File: src/rtl/dread_target.sv
module dread_target #(
  parameter int ADDR_W = 12,
  parameter int DATA_W = 32,
  parameter int CMD_W = 4,
  parameter logic [ADDR_W-1:0] REG_LAST = 'h0FC,
  parameter logic [ADDR_W-1:0] STAT_BASE = 'h800,
  parameter logic [ADDR_W-1:0] STAT_LAST = 'h81C
) (
  input  logic                             clk,
  input  logic                             rst_n,
  input  logic                             wfifo_empty,
  input  logic                             req_valid,
  input  logic                             req_reg,
  input  logic [ADDR_W-1:0]                req_addr,
  input  logic [CMD_W-1:0]                 req_cmd,
  input  logic [DATA_W/8-1:0]              req_be,
  output logic                             rsp_valid,
  output logic [1:0]                       rsp_kind,
  output logic [DATA_W-1:0]                rsp_data,
  output logic                             bk_rd,
  output logic                             bk_reg,
  output logic [ADDR_W-$clog2(DATA_W/8):0] bk_haddr,
  input  logic                             bk_rvalid,
  input  logic [DATA_W/2-1:0]              bk_rdata
);

  localparam int BE_W   = DATA_W / 8;
  localparam int HBE    = BE_W / 2;
  localparam int HALF_W = DATA_W / 2;
  localparam int WB     = $clog2(BE_W);
  localparam logic [1:0] K_DATA  = 2'b00;
  localparam logic [1:0] K_RETRY = 2'b01;
  localparam logic [1:0] K_ABORT = 2'b10;

  typedef enum logic [1:0] {S_IDLE, S_ISSUE, S_WAIT, S_READY} st_t;

  st_t               st;
  logic              q_reg;
  logic [ADDR_W-1:0] q_addr;
  logic [CMD_W-1:0]  q_cmd;
  logic [BE_W-1:0]   q_be;
  logic              need_hi, cur_hi;
  logic [HALF_W-1:0] buf_lo, buf_hi;

  logic [HBE-1:0] lo_be, hi_be;
  assign lo_be = req_be[HBE-1:0];
  assign hi_be = req_be[BE_W-1:HBE];

  logic lo_part, hi_part;
  assign lo_part = (lo_be != '0) && (lo_be != '1);
  assign hi_part = (hi_be != '0) && (hi_be != '1);

  logic in_stat, in_regs, reg_abort, reg_zero, bad_reg, delay_ok;
  assign in_stat   = req_reg && (req_addr >= STAT_BASE) && (req_addr <= STAT_LAST);
  assign in_regs   = req_reg && (req_addr <= REG_LAST);
  assign reg_abort = in_regs && (lo_part || hi_part);
  assign reg_zero  = in_regs && !reg_abort && (lo_be == '0);
  assign bad_reg   = req_reg && !in_regs && !in_stat;
  assign delay_ok  = !req_reg || (in_regs && !reg_abort && !reg_zero);

  logic pend, ready, match, deliver, enq, need_lo_n, need_hi_n;
  assign pend    = (st != S_IDLE);
  assign ready   = (st == S_READY);
  assign match   = pend && (q_reg == req_reg) && (q_addr == req_addr) &&
                   (q_cmd == req_cmd) && (q_be == req_be);
  assign deliver = req_valid && delay_ok && match && ready;
  assign enq     = req_valid && delay_ok && !pend && wfifo_empty;

  assign need_lo_n = req_reg || (lo_be != '0) || (hi_be == '0);
  assign need_hi_n = !req_reg && (hi_be != '0);

  logic [1:0]        nxt_kind;
  logic [DATA_W-1:0] nxt_data, stat_word;

  always_comb begin
    stat_word = '0;
    if (req_addr == STAT_BASE) begin
      stat_word[DATA_W-1] = pend;
      stat_word[DATA_W-2] = !wfifo_empty;
      stat_word[DATA_W-3] = ready;
    end
    nxt_kind = K_RETRY;
    nxt_data = '0;
    if (in_stat) begin
      nxt_kind = K_DATA;
      nxt_data = stat_word;
    end else if (bad_reg || reg_abort) begin
      nxt_kind = K_ABORT;
    end else if (reg_zero) begin
      nxt_kind = K_DATA;
    end else if (deliver) begin
      nxt_kind = K_DATA;
      nxt_data = {buf_hi, buf_lo};
    end
  end

  always_ff @(posedge clk or negedge rst_n) begin
    if (!rst_n) begin
      rsp_valid <= 1'b0;
      rsp_kind  <= K_DATA;
      rsp_data  <= '0;
    end else begin
      rsp_valid <= req_valid;
      rsp_kind  <= req_valid ? nxt_kind : K_DATA;
      rsp_data  <= req_valid ? nxt_data : '0;
    end
  end

  always_ff @(posedge clk or negedge rst_n) begin
    if (!rst_n) begin
      st      <= S_IDLE;
      q_reg   <= 1'b0;
      q_addr  <= '0;
      q_cmd   <= '0;
      q_be    <= '0;
      need_hi <= 1'b0;
      cur_hi  <= 1'b0;
      buf_lo  <= '0;
      buf_hi  <= '0;
    end else begin
      case (st)
        S_IDLE: if (enq) begin
          st      <= S_ISSUE;
          q_reg   <= req_reg;
          q_addr  <= req_addr;
          q_cmd   <= req_cmd;
          q_be    <= req_be;
          need_hi <= need_hi_n;
          cur_hi  <= !need_lo_n;
          buf_lo  <= '0;
          buf_hi  <= '0;
        end
        S_ISSUE: st <= S_WAIT;
        S_WAIT: if (bk_rvalid) begin
          if (cur_hi) buf_hi <= bk_rdata;
          else        buf_lo <= bk_rdata;
          if (!cur_hi && need_hi) begin
            cur_hi <= 1'b1;
            st     <= S_ISSUE;
          end else begin
            st <= S_READY;
          end
        end
        S_READY: if (deliver) st <= S_IDLE;
        default: st <= S_IDLE;
      endcase
    end
  end

  assign bk_rd    = (st == S_ISSUE);
  assign bk_reg   = q_reg;
  assign bk_haddr = {q_addr[ADDR_W-1:WB], cur_hi};

endmodule

File: config.mk
export PLATFORM = sky130hd
export DESIGN_NAME = dread_target
export DESIGN_NICKNAME = d
export VERILOG_FILES = /design/src/rtl/dread_target.sv
export SDC_FILE = /design/constraint.sdc
export NUM_CORES = 1
export LEC_CHECK = 0
export CAP_MARGIN = 20
export CORE_MARGIN = 2
export CORE_UTILIZATION = 50
export CTS_CLUSTER_SIZE = 12
export DETAILED_ROUTE_END_ITERATION = 6
export PLACE_DENSITY = 0.77
export SETUP_SLACK_MARGIN = 0.02
export SYNTH_ARGS = -nofsm -noshare
export SYNTH_HDL_FRONTEND = slang
export SYNTH_SLANG_ARGS = --single-unit
File: constraint.sdc
create_clock -name clk -period 2.2 [get_ports clk]
set_input_delay 0.22 -clock clk [delete_from_list [all_inputs] [get_ports clk]]
set_output_delay 0.22 -clock clk [all_outputs]
set_load 0.02 [all_outputs]
# Word-level counts from Yosys, hierarchy flattened
# Index checks and enable logic that the tools add are counted.
dict set report word_totals {
  word_cells 106
  output_inout_bits 48
  reg_bits 92
  in_bits 42
}
dict set report classes {
  n_eq_ne 16
  order_cmp 3
  n_reduce_logical 48
  muxes 27
}
# operator count
set op_table {}
lappend op_table {{$mux W32} 5}
lappend op_table {{$mux W16} 5}
lappend op_table {{$pmux W16 S2} 2}
lappend op_table {{$logic_and A1 B1 Y1} 22}
lappend op_table {{$mux W2} 7}
lappend op_table {{$ne A2 B2 Y1 const B} 7}
lappend op_table {{$eq A12 B12 Y1} 1}
lappend op_table {{$eq A12 B12 Y1 const B} 1}
lappend op_table {{$ge A12 B12 Y1 const B} 1}
lappend op_table {{$le A12 B12 Y1 const B} 1}
lappend op_table {{$le A12 B8 Y1 const B} 1}
lappend op_table {{$reduce_and A4 Y1} 3}
lappend op_table {{$logic_not A1 Y1} 9}
lappend op_table {{$eq A4 B4 Y1} 2}
lappend op_table {{$pmux W2 S4} 1}
lappend op_table {{$reduce_bool A2 Y1} 4}
lappend op_table {{$logic_not A2 Y1} 3}
lappend op_table {{$logic_or A1 B1 Y1} 5}
lappend op_table {{$mux W1} 5}
lappend op_table {{$eq A2 B2 Y1 const B} 2}
lappend op_table {{$mux W3} 1}
lappend op_table {{$reduce_and A3 Y1} 1}
lappend op_table {{$eq A2 B1 Y1 const B} 1}
lappend op_table {{$ne A2 B1 Y1 const B} 1}
lappend op_table {{other kinds (3)} 3}

# Logic depth before layout (Yosys ltp)
dict set report logic_depth {
  word_depth 18
  ltp_mapped 8
  ltp_nobuf 7
}

# Worst setup path after synthesis
# No wires, ideal clock.
dict set report synth_path {
  kind {input to register}
  startpoint {in req_be[0]}
  endpoint {reg q_addr[10]}
  required_ns 2.075
  n_path_buf 1
  cell_stages 8
  slack_ns 0.244
  setup_ns 0.125
  t_arrival_ns 1.831
  cell_sequence {inv_1 ha_1 nor3_2 nand3b_2 o21a_2 nor2_2 buf_4 mux2_2}
}
dict set report synth_between {
  elab_chain_len 14
  word_cells_on_any_way 16
  cone_classes {eq/ne: 1; reduce/logical: 15}
}
# element line_no
set synth_rtl {}
lappend synth_rtl {{start, declared} 16} ;# input logic [DATA_W/8-1:0] req_be,
lappend synth_rtl {{$ne A2 B2 Y1 or $reduce_bool A2 Y1 (tied branches)} 50} ;# assign lo_part = (lo_be != '0) && (lo_be != '1);
lappend synth_rtl {{$logic_and A1 B1 Y1} 50}
lappend synth_rtl {{$logic_or A1 B1 Y1} 56} ;# assign reg_abort = in_regs && (lo_part || hi_part);
lappend synth_rtl {{$logic_and A1 B1 Y1} 56}
lappend synth_rtl {{$logic_not A1 Y1} {57, 59}}
lappend synth_rtl {{$logic_and A1 B1 Y1} {57, 59}}
lappend synth_rtl {{$logic_and A1 B1 Y1} 57} ;# assign reg_zero = in_regs && !reg_abort && (lo_be == '0);
lappend synth_rtl {{$logic_not A1 Y1} 59} ;# assign delay_ok = !req_reg || (in_regs && !reg_abort && !reg_zero);
lappend synth_rtl {{$logic_and A1 B1 Y1 *} 59}
lappend synth_rtl {{$logic_or A1 B1 Y1 *} 59}
lappend synth_rtl {{$logic_and A1 B1 Y1 * (3 in series)} 67} ;# assign enq = req_valid && delay_ok && !pend && wfifo_empty;
lappend synth_rtl {{$reduce_and A2 Y1 (no line) *} --}
lappend synth_rtl {{end signal, assigned} 125} ;# q_addr <= req_addr;
lappend synth_rtl {{end, declared} 39} ;# logic [ADDR_W-1:0] q_addr;
# Mark *: on every way between the ends. The rest lies on a longest branch, timed or not.
# A chain may end at the register's enable or synchronous reset.

# Final worst setup path
dict set report layout_path {
  startpoint {in req_be[0]}
  endpoint {reg rsp_data[20]}
}
dict set report layout_between {
  elab_chain_len 18
  word_cells_on_any_way 23
  cone_classes {eq/ne: 2; mux: 5; reduce/logical: 16}
}
# element line_no
set layout_rtl {}
lappend layout_rtl {{$ne A2 B2 Y1 or $reduce_bool A2 Y1 (tied branches)} 50}
lappend layout_rtl {{$logic_and A1 B1 Y1} 50}
lappend layout_rtl {{$logic_or A1 B1 Y1} 56}
lappend layout_rtl {{$logic_and A1 B1 Y1} 56}
lappend layout_rtl {{$logic_not A1 Y1} {57, 59}}
lappend layout_rtl {{$logic_and A1 B1 Y1} {57, 59}}
lappend layout_rtl {{$logic_and A1 B1 Y1} 57}
lappend layout_rtl {{$logic_not A1 Y1} 59}
lappend layout_rtl {{$logic_and A1 B1 Y1} 59}
lappend layout_rtl {{$logic_or A1 B1 Y1} 59}
lappend layout_rtl {{$logic_and A1 B1 Y1 (3 in series)} 66} ;# assign deliver = req_valid && delay_ok && match && ready;
lappend layout_rtl {{$mux W32} 91} ;# end else if (deliver) begin
lappend layout_rtl {{$mux W32} 89} ;# end else if (reg_zero) begin
lappend layout_rtl {{$mux W32 *} 87} ;# end else if (bad_reg || reg_abort) begin
lappend layout_rtl {{$mux W32 *} 84} ;# if (in_stat) begin
lappend layout_rtl {{$mux W32 *} 105} ;# rsp_data <= req_valid ? nxt_data : '0;
lappend layout_rtl {{end signal, assigned} 105}
lappend layout_rtl {{end, declared} 19} ;# output logic [DATA_W-1:0] rsp_data,
# Marks and branches as above.

==> metrics.txt <==
CP delay by family, top buffers and inverters; PnR worst setup slack 0.145 ns; DRC errors left 0; Tmin final 2.06 ns; final design instance area without fill 5380 um^2; syn nets 369; Worst-Margin Slew 0.707 ns; DIE AREA 8690 um^2; Hold Vio Cnt, Final 0; slowest stage cell, crit path clkdlybuf4s50_1; number of CTS-inserted buffers 9; Core Box Area 7730 um^2; Starting DRT DRC Count 89; Max Slew Vio Count 0; net count reported at finish 476; f_max 0.487 GHz; R2R setup slack 0.22 ns; first-pass GRT wire length 14.4 mm; Setup CP Type in -> reg; CTS H-tree depth 3; num ports 90; Worst-path clk slew 0.10 ns; CTS root buf clkbuf_8; post-synth cell types 44; CP max stage delay 0.47 ns; CTS Buffer Depth 2; Seq/Total Area, Yosys 57.8%; WP data arrival 2.36 ns; Total GRT Usage 21.4%; Worst Path Max Fanout 8; hold crit path type in -> reg; Post-DRT Antenna Nets 0; Synth Register Bits 92; CP Launch Point req_be[0]; CTS tree built; Synth Warn # 0; largest registers rsp_data x32, buf_hi x16, buf_lo x16; starting density of the core 51.5%; Synth Cell Area 3980 um^2; overall power 5.35 mW; number of global-route vias before repair 2924; Clock Latency Late Sink 0.37 ns; fill count 532; dpl hpwl 6.40 mm; syn avg cell area 12.3 um^2; die width 93.2 um; Crit. End Element register; routed len/inst 16.3 um; Rows 32; Slew headroom 52.9%; routed vias 2795; flip-flop count of the largest register after layout 32; most frequent cells in the layout dfrtp_1 (92), clkdlybuf4s50_1 (86), and2_1 (32); worst slack at placement -0.442 ns; CP cell instances clkdlybuf4s50_1 -> inv_1 -> ha_4 -> nor3_4 -> nand3b_4 -> o21a_4 -> buf_4 -> and4b_2 -> buf_6 -> and2_1; most common cell after layout, fill and taps aside dfrtp_1; Yosys top cell area share 57.8%; RSZ-0062 raised after global routing no; P_leak 2.39 nW; TritonCTS Sinks 92; Peak VDD IR 0.665 mV; setup TNS 0 ns; Syn Inst Count 325; Port Buffer Count 89; Worst EP required 2.51 ns; Final Skew 0.0149 ns; max cap viols 0; min-delay src req_be[3]; Crit Reg-Reg Startpoint st[1]$_DFFE_PN0P_; final WL 8.79 mm; Die Y-Extent 93.2 um; total gr overflow 0; RD Place Congestion 0.822; ANT cells 0; Post-Place Cell Area 5080 um^2; Critical Path Source Type input pin; largest net degree at the start of global routing 54; synth top area cells dfrtp_1 (58%), mux2_2 (6.2%), and2_1 (5.0%); Buf+Inv Stages, Crit Path 4; Power per Cell Area 993 nW/um^2; # setup viols final 0; Biggest register rsp_data; status complete, no violations; layout cell share with drive strength beyond 1 19.0%; vias per cell 5.19; leading area contributor after synthesis dfrtp_1; Tcrit/Tclk final 93.4%; initial antenna violation count 0; hold_ws 0.187 ns; drt pass-1 iters 6; area grow syn2layout 35.2%
[worst reg2reg max path, cell delays in order (launching register included)]
cell     delay, ns
dfrtp_1       0.57
nor2b_1       0.50
and2_1        0.59
a22o_1        0.26
[layout make-up]
type | instances | area (um^2) | area share [%]
well taps | 102 | 128 | 2.37
multi-input cells | 186 | 1490 | 27.7
clock buffers | 9 | 124 | 2.30
clock inverters | 7 | 70.1 | 1.30
flip-flops and latches | 92 | 2300 | 42.8
repair buffers | 121 | 1190 | 22.1
inverters | 22 | 82.6 | 1.53
[worst paths after layout]
| check | depth (start not counted) | endpoint |
|---|---|---|
| worst max-delay path | 10 | rsp_data[20]$_DFF_PN0_ |
| max in group asynchronous | 3 | rsp_data[22]$_DFF_PN0_ |
| min in group asynchronous | 2 | rsp_data[25]$_DFF_PN0_ |
| worst min-delay path | 2 | q_be[3]$_DFFE_PN0P_ |
| worst max register to register | 3 | buf_lo[8]$_DFFE_PN0P_ |
| worst min register to register | 1 | rsp_data[25]$_DFF_PN0_ |
[cell usage after synthesis]
master,n
and3_1,2
clkbuf_2,2
o2111ai_1,2
nor2_2,1
nand3_1,6
nand4_1,8
a21o_1,1
a21boi_0,1
nor2b_1,2
nor2_1,5
or4_1,1
nor4_1,2
dfrtp_1,92
a211oi_1,1
nand2_1,22
nor4_2,1
o21ai_4,1
a21oi_1,2
o41ai_1,1
nor3_4,1
and2_1,32
or3_1,2
and4b_1,2
o21ai_0,1
a22o_1,17
a31oi_1,2
ha_1,2
mux2i_1,17
inv_1,22
buf_1,1
nor3_1,1
a31o_2,1
o21a_2,1
o21a_1,1
nand3b_2,1
o32ai_1,1
buf_4,13
mux2_2,22
xnor2_1,21
a2111o_1,1
buf_6,2
buf_2,2
nor3_2,1
clkbuf_1,5
[metrics by stage]
stage               instances  util, %
finish                    539     69.7
global route              539     69.7
CTS                       536     68.5
detailed placement        519     65.8
global placement          519     65.8
floorplan                 325        -
[report_power, final]
group | switching [mW] | internal [mW]
clock network | 0.652 | 0.439
logic | 0.800 | 0.936
registers | 0.355 | 2.17
[per-layer routing]
metal	GRT usage (%)	wire length, um	vias up
met3	4.27	390	10
li1	-	-	1308
met1	27.8	3790	1398
met5	0	0	-
met4	7.11	112	0
met2	36.2	4490	79
[cell families after synthesis]
group,synth area share [%]
simple gates,13.1
xor+xnor,4.62
fa+ha+maj,0.628
compound gates,7.20
buf+inv,6.16
mux,10.5
flops,57.8
[repair_timing]
action | 4_1_cts | 5_1_grt
cloned | 0 | 2
hold endpoints to repair | 51 | 0
gates resized for setup | 2 | 16
setup endpoints to repair | 16 | 87
setup buffers | 0 | 1
pin swaps | 0 | 1
hold buffers | 1 | 0
No activity file was read; power rests on OpenSTA's default activity.
